--- src/rtl/flash_guard_pkg.sv ---
// Package: shared types for the flash status and protection unit.
// Assumes a 3-bit operation code supplied by the command decoder.
package flash_guard_pkg;

    // Operation requested by the command decoder.
    typedef enum logic [2:0] {
        OP_NONE   = 3'd0,
        OP_PROG   = 3'd1,
        OP_SERASE = 3'd2,
        OP_BERASE = 3'd3,
        OP_WSTAT  = 3'd4
    } fg_op_e;

    // Status-byte bit positions.
    localparam int unsigned SB_WIP  = 0;
    localparam int unsigned SB_WEL  = 1;
    localparam int unsigned SB_BP0  = 2;
    localparam int unsigned SB_BP1  = 3;
    localparam int unsigned SB_SRWD = 7;

    // Non-volatile fields held in one small struct.
    typedef struct packed {
        logic       srwd;
        logic [1:0] bp;
    } fg_nv_t;

endpackage

--- src/rtl/fg_cycle_ctrl.sv ---
// Module: fg_cycle_ctrl
// Tracks the self-timed cycle. An accepted start sets the busy bit and
// latches the operation and the status-write data. A done pulse while busy
// ends the cycle and raises a one-cycle end event. A commit pulse follows
// when the finished cycle was a status write.
// Assumes the start pulse is only honoured when start_ok is high.
module fg_cycle_ctrl
    import flash_guard_pkg::*;
(
    input  logic   clk,
    input  logic   rst_n,
    input  logic   cyc_start,
    input  logic   cyc_done,
    input  logic   start_ok,
    input  fg_op_e op,
    input  fg_nv_t wdata_nv,
    output logic   wip,
    output logic   end_evt,
    output logic   commit,
    output fg_nv_t pend_nv
);

    fg_op_e cur_op_q;
    logic   take;

    assign take    = cyc_start && start_ok;
    assign end_evt = cyc_done && wip;
    assign commit  = end_evt && (cur_op_q == OP_WSTAT);

    // Busy bit: set on accepted start, cleared on done while busy.
    always_ff @(posedge clk) begin
        if (!rst_n)       wip <= 1'b0;
        else if (end_evt) wip <= 1'b0;
        else if (take)    wip <= 1'b1;
    end

    // Latch the running operation and its status payload at acceptance.
    always_ff @(posedge clk) begin
        if (!rst_n) begin
            cur_op_q <= OP_NONE;
            pend_nv  <= '0;
        end else if (take) begin
            cur_op_q <= op;
            pend_nv  <= wdata_nv;
        end
    end

    a_r5_start_sets_busy: assert property (@(posedge clk) disable iff (!rst_n)
        take |=> wip);
    a_r6_done_clears_busy: assert property (@(posedge clk) disable iff (!rst_n)
        (cyc_done && wip) |=> !wip);
    a_r6_idle_stays_idle: assert property (@(posedge clk) disable iff (!rst_n)
        (!wip && !take) |=> !wip);

endmodule

--- src/rtl/fg_status_regs.sv ---
// Module: fg_status_regs
// Holds the write-enable latch and the non-volatile fields (disable bit and
// block-protect bits). The non-volatile fields reset to the delivery value
// and change only on a commit from the cycle controller. The latch clears at
// every cycle end, ahead of write-disable and write-enable.
// Assumes enable/disable commands are ignored while a cycle runs.
module fg_status_regs
    import flash_guard_pkg::*;
#(
    parameter logic [7:0] DELIVERY = 8'h00
) (
    input  logic   clk,
    input  logic   rst_n,
    input  logic   cmd_wren,
    input  logic   cmd_wrdi,
    input  logic   wip,
    input  logic   end_evt,
    input  logic   commit,
    input  fg_nv_t pend_nv,
    output logic   wel,
    output fg_nv_t nv
);

    localparam fg_nv_t NV_INIT = '{srwd: DELIVERY[SB_SRWD],
                                   bp:   DELIVERY[SB_BP1:SB_BP0]};

    // Write-enable latch: end of cycle, then disable, then enable.
    always_ff @(posedge clk) begin
        if (!rst_n)        wel <= 1'b0;
        else if (end_evt)  wel <= 1'b0;
        else if (!wip) begin
            if (cmd_wrdi)      wel <= 1'b0;
            else if (cmd_wren) wel <= 1'b1;
        end
    end

    // Non-volatile fields: load on committed status write only.
    always_ff @(posedge clk) begin
        if (!rst_n)      nv <= NV_INIT;
        else if (commit) nv <= pend_nv;
    end

    a_r7_nv_hold: assert property (@(posedge clk) disable iff (!rst_n)
        !commit |=> $stable(nv));
    a_r6_wel_end: assert property (@(posedge clk) disable iff (!rst_n)
        end_evt |=> !wel);
    a_r3_wrdi_clears: assert property (@(posedge clk) disable iff (!rst_n)
        (cmd_wrdi && !wip) |=> !wel);
    a_r3_wren_sets: assert property (@(posedge clk) disable iff (!rst_n)
        (cmd_wren && !cmd_wrdi && !wip) |=> wel);
    a_r3_busy_ignored: assert property (@(posedge clk) disable iff (!rst_n)
        (wip && !wel) |=> !wel);

endmodule

--- src/rtl/fg_protect_eval.sv ---
// Module: fg_protect_eval
// Combinational verdicts. Sector protection is computed per sector from the
// block-protect field (code 3 protects every sector; codes 1 and 2 protect
// none for program and erase but still forbid bulk erase). Hardware lock =
// disable bit with pin low. All verdicts need the latch set and no cycle
// running. Also picks the verdict matching the requested operation.
// Assumes the sector is the top SECT_W bits of the address.
module fg_protect_eval
    import flash_guard_pkg::*;
#(
    parameter int unsigned SECT_W = 1
) (
    input  logic              clk,
    input  logic              rst_n,
    input  logic              wel,
    input  logic              wip,
    input  logic              wp_n,
    input  fg_nv_t            nv,
    input  logic [SECT_W-1:0] sect,
    input  fg_op_e            op,
    output logic              allow_prog,
    output logic              allow_serase,
    output logic              allow_berase,
    output logic              allow_wstat,
    output logic              start_ok
);

    localparam int unsigned NSECT = 1 << SECT_W;

    logic [NSECT-1:0] prot_vec;
    logic             gate;
    logic             hw_lock;

    // One protection flag per sector.
    for (genvar s = 0; s < NSECT; s++) begin : g_sect
        assign prot_vec[s] = (nv.bp == 2'b11);
    end

    assign gate    = wel && !wip;
    assign hw_lock = nv.srwd && !wp_n;

    // Verdicts per operation.
    always_comb begin
        allow_prog   = gate && !prot_vec[sect];
        allow_serase = gate && !prot_vec[sect];
        allow_berase = gate && (nv.bp == 2'b00);
        allow_wstat  = gate && !hw_lock;
    end

    // Select the verdict for the operation being started.
    always_comb begin
        unique case (op)
            OP_PROG:   start_ok = allow_prog;
            OP_SERASE: start_ok = allow_serase;
            OP_BERASE: start_ok = allow_berase;
            OP_WSTAT:  start_ok = allow_wstat;
            default:   start_ok = 1'b0;
        endcase
    end

    a_r4_gate_closed: assert property (@(posedge clk) disable iff (!rst_n)
        (!wel || wip) |-> !(allow_prog || allow_serase || allow_berase || allow_wstat));
    a_r8_all_protected: assert property (@(posedge clk) disable iff (!rst_n)
        (nv.bp == 2'b11) |-> (!allow_prog && !allow_serase));
    a_r9_bulk_needs_zero: assert property (@(posedge clk) disable iff (!rst_n)
        (nv.bp != 2'b00) |-> !allow_berase);
    a_r10_hw_lock: assert property (@(posedge clk) disable iff (!rst_n)
        (nv.srwd && !wp_n) |-> !allow_wstat);

endmodule

--- src/rtl/flash_guard.sv ---
// Module: flash_guard (top)
// Status register and write-protection unit for a small serial flash.
// Ties together the cycle controller, the status registers and the
// protection evaluator, and assembles the status byte.
// Assumes single-cycle command, start and done pulses from the decoder.
module flash_guard
    import flash_guard_pkg::*;
#(
    parameter int unsigned ADDR_W   = 16,
    parameter int unsigned SECT_W   = 1,
    parameter logic [7:0]  DELIVERY = 8'h00
) (
    input  logic              clk,
    input  logic              rst_n,
    input  logic              cmd_wren,
    input  logic              cmd_wrdi,
    input  logic              wp_n,
    input  logic [2:0]        req_op,
    input  logic [ADDR_W-1:0] req_addr,
    input  logic [7:0]        req_wdata,
    input  logic              cyc_start,
    input  logic              cyc_done,
    output logic [7:0]        status,
    output logic              allow_prog,
    output logic              allow_serase,
    output logic              allow_berase,
    output logic              allow_wstat
);

    localparam int unsigned LOW_W = ADDR_W - SECT_W;

    fg_op_e            op;
    fg_nv_t            nv;
    fg_nv_t            wdata_nv;
    fg_nv_t            pend_nv;
    logic              wel;
    logic              wip;
    logic              end_evt;
    logic              commit;
    logic              start_ok;
    logic [SECT_W-1:0] sect;
    logic              unused_bits;

    assign op          = fg_op_e'(req_op);
    assign sect        = req_addr[ADDR_W-1 -: SECT_W];
    assign wdata_nv    = '{srwd: req_wdata[SB_SRWD], bp: req_wdata[SB_BP1:SB_BP0]};
    assign unused_bits = ^{req_addr[LOW_W-1:0], req_wdata[6:4], req_wdata[1:0]};

    fg_cycle_ctrl u_cyc (
        .clk       (clk),
        .rst_n     (rst_n),
        .cyc_start (cyc_start),
        .cyc_done  (cyc_done),
        .start_ok  (start_ok),
        .op        (op),
        .wdata_nv  (wdata_nv),
        .wip       (wip),
        .end_evt   (end_evt),
        .commit    (commit),
        .pend_nv   (pend_nv)
    );

    fg_status_regs #(.DELIVERY(DELIVERY)) u_regs (
        .clk      (clk),
        .rst_n    (rst_n),
        .cmd_wren (cmd_wren),
        .cmd_wrdi (cmd_wrdi),
        .wip      (wip),
        .end_evt  (end_evt),
        .commit   (commit),
        .pend_nv  (pend_nv),
        .wel      (wel),
        .nv       (nv)
    );

    fg_protect_eval #(.SECT_W(SECT_W)) u_prot (
        .clk          (clk),
        .rst_n        (rst_n),
        .wel          (wel),
        .wip          (wip),
        .wp_n         (wp_n),
        .nv           (nv),
        .sect         (sect),
        .op           (op),
        .allow_prog   (allow_prog),
        .allow_serase (allow_serase),
        .allow_berase (allow_berase),
        .allow_wstat  (allow_wstat),
        .start_ok     (start_ok)
    );

    // Assemble the status byte; bits 6..4 are fixed at zero.
    always_comb begin
        status          = 8'h00;
        status[SB_SRWD] = nv.srwd;
        status[SB_BP1]  = nv.bp[1];
        status[SB_BP0]  = nv.bp[0];
        status[SB_WEL]  = wel;
        status[SB_WIP]  = wip;
    end

    a_r2_zero_field: assert property (@(posedge clk) disable iff (!rst_n)
        status[6:4] == 3'b000);
    a_r11_start_with_wrdi: assert property (@(posedge clk) disable iff (!rst_n)
        (cyc_start && start_ok && cmd_wrdi) |=> (wip && !wel));

endmodule

--- config.mk ---
export PLATFORM = sky130hd
export DESIGN_NAME = flash_guard
export DESIGN_NICKNAME = d
export VERILOG_FILES = /design/src/rtl/flash_guard_pkg.sv /design/src/rtl/fg_cycle_ctrl.sv /design/src/rtl/fg_status_regs.sv /design/src/rtl/fg_protect_eval.sv /design/src/rtl/flash_guard.sv
export SDC_FILE = /design/constraint.sdc
export NUM_CORES = 1
export LEC_CHECK = 0
export BUFFER_PORTS_ARGS = -buffer_cell sky130_fd_sc_hd__buf_2
export CORE_MARGIN = 10
export CORE_UTILIZATION = 40
export CTS_BUF_LIST = sky130_fd_sc_hd__clkbuf_8
export DETAILED_ROUTE_END_ITERATION = 8
export HOLD_SLACK_MARGIN = 0.1
export PLACE_DENSITY = 0.83
export SYNTH_ARGS = -nofsm -noshare
export SYNTH_HDL_FRONTEND = slang
export SYNTH_SLANG_ARGS = --single-unit
--- constraint.sdc ---
create_clock -name clk -period 1.5 [get_ports clk]
set_input_delay 0.225 -clock clk [delete_from_list [all_inputs] [get_ports clk]]
set_output_delay 0.225 -clock clk [all_outputs]
set_load 0.05 [all_outputs]
# Yosys cells after proc, flatten, opt, wreduce, memory -nomap -nowiden
# Cells that the tools add are included.
[word_totals]
register_bits = 11
inputBits = 34
word_cells = 37
out_inout_bits = 12
[op_classes]
n_reduce_logical = 17
magnitude_cmp = 1
muxes = 4
eq_ne = 6
n_bitwise = 2
[op_table]
columns = ["op", "count"]
rows = [
  ["$logic_and 1x1->1", 8],
  ["$eq 3x2->1 const B", 2],
  ["$eq 3x3->1 const B", 2],
  ["$logic_not 1->1", 4],
  ["$reduce_or 2->1", 2],
  ["$eq 3x1->1 const B", 1],
  ["$mux 1", 3],
  ["$pmux 1 s3", 1],
  ["$eq 2x2->1 const B", 1],
  ["$logic_not 2->1", 1],
  ["$lt 1x2->1 const B", 1],
  ["$not 1->1", 2],
  ["$reduce_and 2->1", 1],
  ["$reduce_bool 2->1", 1],
]

# Logic depth before layout (Yosys ltp)
[logic_depth]
word_depth = 6
ltp_mapped = 4
depth_no_buf = 4

# Hierarchy
# From an unflattened synthesis, not the netlist that was laid out.
[unflattened]
hier_cells = 69
area_unflattened_um2 = 633.1
[modules_own_cells]
columns = ["mod", "instances", "area_per_inst_um2", "cells_each", "seq_area_each_um2"]
rows = [
  ["fg_cycle_ctrl", 1, 325.3, 35, 140.1],
  ["fg_status_regs", 1, 156.4, 14, 80.1],
  ["fg_protect_eval", 1, 110.1, 14, 0.0],
  ["flash_guard", 1, 41.3, 6, 0.0],
]

# Least setup slack after synthesis
# No wires, ideal clock.
[synth_timing]
kind = "register -> output"
from = "register, netlist name u_regs.nv[0]"
to = "output port allow_serase"
path_slack_ps = -486
required_time_ps = 1275
arrival_ps = 1761
path_buffers = 1
path_stages_with_launch = 3
cell_sequence = "dfxtp_1 -> a21oi_1 -> buf_4"
[synth_between]
elab_chain_cells = 4
[synth_rtl]
columns = ["element", "line", "text"]
rows = [
  ["$eq 2x2->1", "fg_protect_eval.sv:36", "assign prot_vec[s] = (nv.bp == 2'b11);"],
  ["$mux 1", "n/a", ""],
  ["$logic_not 1->1", "n/a", ""],
  ["$logic_and 1x1->1", "n/a", ""],
  ["end, declared", "flash_guard.sv:25", "output logic allow_serase,"],
]
# Every way passes these cells. The select of a mux whose other input is x is not followed.

# Final worst setup path
[layout_timing]
from = "register u_cyc.wip"
to = "register u_cyc.cur_op_q[0]"
[layout_between]
elab_chain_cells = 5
word_cells_on_any_way = 7
classes_between = "mux (1); reduce/logical (6)"
[layout_rtl]
columns = ["element", "line", "text"]
rows = [
  ["start, declared", "fg_cycle_ctrl.sv:17", "output logic wip,"],
  ["start signal, assigned", "fg_cycle_ctrl.sv:32", "if (!rst_n) wip <= 1'b0;"],
  ["start signal, assigned", "fg_cycle_ctrl.sv:33", "else if (end_evt) wip <= 1'b0;"],
  ["start signal, assigned", "fg_cycle_ctrl.sv:34", "else if (take) wip <= 1'b1;"],
  ["$logic_not 1->1 (*)", "fg_protect_eval.sv:39", "assign gate = wel && !wip;"],
  ["$logic_and 1x1->1 (*)", "fg_protect_eval.sv:39", ""],
  ["$logic_and 1x1->1, on equally long branches", "n/a", ""],
  ["$pmux 1 s3 (*)", "fg_protect_eval.sv:52", "unique case (op)"],
  ["$logic_and 1x1->1 (*)", "fg_cycle_ctrl.sv:26", "assign take = cyc_start && start_ok;"],
  ["end signal, assigned", "fg_cycle_ctrl.sv:43", "cur_op_q <= op;"],
  ["end, declared", "fg_cycle_ctrl.sv:23", "fg_op_e cur_op_q;"],
]
# Every way passes the cells marked *; elsewhere a longest branch is shown, timed or not.
# A chain may end at the register's enable or synchronous reset.

==> flow_summary_export.csv <==
group,metric,value,unit
flow_run,cap_violations,0,
clocking,cts_buffer_depth,2,
detailed_routing,drt_wl_total,1.419,mm
yosys,ys_types,24,
yosys,synth_ff_type,"dfxtp_1",
yosys,netlist_area,599.3,um^2
timing,hold-worst-slack,0.2303,ns
yosys,synthTopCellsByArea,"dfxtp_1 37%, mux2i_1 12%, buf_4 7.5%",
detailed_routing,first_pass_iters,4,
finish,syn2layout_area_growth,28.81,%
timing,hold_viol_final,0,
finish,finish.utilization,57.18,%
worst_setup_path,r2r-end,"u_cyc.cur_op_q[0]$_SDFFE_PN0P_",
timing,fin_skew,0.004381,ns
global_route,antenna_found_initial,0,
power,p_leak,0.3828,nW
detailed_routing,route.detailed.drc,0,
power,ir_drop,0.5003,mV
global_route,grt_usage,8.887,%
timing,finalSetupViolCount,0,
clocking,post_cts_buffers,0,
worst_setup_path,worstSetupStartpointType,"register",
yosys,synth_edf_count,0,
min_path,hold_depth,3,
floorplan,die_w,58.71,um
worst_setup_path,critPathRequiredTime,1.63,ns
global_route,grt_pass1_wl,2.366,mm
worst_setup_path,arrival,1.50,ns
yosys,syn_inst,65,
placement,gp_congestion,0.7411,
run_status,outcome,"complete, no violations",
timing,finalMaxSlewViolations,0,
timing,rsz0062_at_grt,"no",
yosys,synth_top_area_cell,"dfxtp_1",
clocking,clockRootBuffer,"clkbuf_8",
timing,fin_crit,1.365,ns
yosys,synth_top_area_share,36.74,%
min_path,hold_class,"in -> reg",
finish,fin_nets,123,
timing,setup_slack,0.1352,ns
clocking,htreeDepth,1,
yosys,yosysSeqAreaShare,36.74,%
worst_setup_path,critical_path_class,"reg -> reg",
finish,register_area,224.0,um^2
finish,drive_gt1_share,44.32,%
power,p_per_area,914.6,nW/um^2
floorplan,die_h,58.71,um
floorplan,dieArea,3447,um^2
worst_setup_path,cpPeakStageDelay,0.38,ns
clocking,cts_hold_buf,0,
detailed_routing,antenna_left,0,
global_route,grt_max_degree,14,
worst_setup_path,crit_slowest_cell,"a2111oi_4",
detailed_routing,drt_iter0_markers,4,
placement,placed_cells,99,
finish,antenna_cells,0,
worst_setup_path,crit_family,"compound AO/OA/AOI/OAI gates",
clocking,cts_inserted_buffers,3,
detailed_routing,vias,510,
worst_setup_path,cp-end-kind,"register",
finish,multi_input_area,349.1,um^2
placement,io_buffers,21,
timing,fmax,732.7,MHz
worst_setup_path,r2r_cells,4,
detailed_routing,wire_per_inst,13.78,um
floorplan,start_util,44.39,%
worst_setup_path,r2r_start,"u_cyc.wip$_SDFFE_PP0P_",
finish,nFillCells,127,
worst_setup_path,crit_cells,4,
worst_setup_path,path_cells,"nand2b_4 -> a2111oi_4 -> a41oi_4 -> a31o_1",
floorplan,rows,13,
worst_setup_path,r2r_setup_slack,0.14,ns
worst_setup_path,critPathCapture,"u_cyc.cur_op_q[0]$_SDFFE_PN0P_",
yosys,yosysWarningCount,0,
detailed_routing,viasPerCell,4.951,
worst_setup_path,cp.buffers_inverters,0,
placement,dp_hpwl,1.181,mm
clocking,cts_resized,0,
placement,pre_cts_slack,-0.007933,ns
clocking,clock_latency,0.24,ns
global_route,grt_pass1_vias,511,
worst_setup_path,startpoint,"u_cyc.wip$_SDFFE_PP0P_",
clocking,cts.sinks,11,
yosys,synth-seq-cells,11,
power,power,0.0007061,W
global_route,grt.overflow.total,0,
yosys,syn_avg_cell_area,9.220,um^2
yosys,async_flop_share,0,%
floorplan,core,1350,um^2
clocking,cts_tree,"done",
floorplan,io_pins,46,
finish,finalNonFillerCells,103,
timing,post-route-period-util,90.99,%
clocking,clk_pin_slew,0.05,ns
worst_setup_path,path_max_fanout,7,
==> Yosys cell counts, drive strengths merged, types with 2 or more instances <==
cell	count
nor2	6
nand2	12
nand2b	2
a21oi	3
mux2i	7
a31o	2
inv	2
dfxtp	11
nor3	2
buf	7
==> where the power goes <==
group,total (W),internal (W),switching [W]
clock network,0.000290,0.000180,0.000110
registers,0.000302,0.000298,0.00000433
logic,0.000114,0.0000356,0.0000786
==> layout by cell type, fill, tap and decap left out, types with 2 or more instances in the layout <==
master,netlist,layout
buf_2,0,21
nand2_1,12,12
dfxtp_1,11,8
mux2i_1,7,7
nor2_1,6,6
conb_1,1,3
clkbuf_8,0,3
buf_4,6,3
dfxtp_2,0,3
a21oi_2,0,2
inv_1,1,2
a31o_1,2,2
==> cells by family (layout without fill, tap and decap cells) <==
family	Yosys count	count (layout)	share of synthesized area, %
other	1	3	0.6257
buffers and inverters	9	30	9.392
DFF	11	11	36.74
AOI/OAI and AO/OA	9	9	17.33
adders and majority gates	1	1	1.670
and+or+nand+nor	27	27	22.55
muxes	7	7	11.69
==> metal layers <==
layer / wire length [um] / vias to the layer above / global-route usage, %
met2: 675 / 20 / 14.72
met4: 28 / 0 / 4.918
met5: 0 / - / 0
met1: 543 / 223 / 8.000
li1: - / 262 / -
met3: 172 / 5 / 6.009
==> worst min path at each step <==
stage / start / end
2_1_floorplan: req_op[1] / u_cyc.cur_op_q[1]$_SDFFE_PN0P_
3_3_place_gp: u_cyc.pend_nv[2]$_SDFFE_PN0P_ / u_cyc.pend_nv[2]$_SDFFE_PN0P_
3_5_place_dp: u_cyc.cur_op_q[1]$_SDFFE_PN0P_ / u_cyc.cur_op_q[1]$_SDFFE_PN0P_
4_1_cts: req_wdata[7] / u_cyc.pend_nv[2]$_SDFFE_PN0P_
5_1_grt: req_wdata[7] / u_cyc.pend_nv[2]$_SDFFE_PN0P_
6_report: req_wdata[7] / u_cyc.pend_nv[2]$_SDFFE_PN0P_
==> state kept, by name, summed over array words and instances (netlist names) <==
register / cells
u_cyc.cur_op_q: 3
u_cyc.pend_nv: 3
u_regs.nv: 3
u_cyc.wip: 1
u_regs.wel: 1
==> cell type report <==
type / count / area share [%]
sequential: 11 / 29.01
tap: 15 / 2.431
multi-input combinational: 47 / 45.22
clock buffer: 3 / 5.348
timing repair buffer: 24 / 16.53
clock inverter: 1 / 0.4862
inverter: 2 / 0.9724
==> through the flow <==
stage	area, um^2	TNS [ns]
2_1_floorplan	621.8	-0.02415
4_1_cts	764.5	0
3_5_place_dp	719.4	-0.01375
5_1_grt	772.0	0
6_report	772.0	0
3_3_place_gp	719.4	0
==> worst register-to-register path, stage by stage, from the launching register on <==
cell and delay (ns):
dfxtp_1 0.32, nand2b_4 0.17, a2111oi_4 0.38, a41oi_4 0.12, a31o_1 0.26
Power figures use the tool's default switching activity.
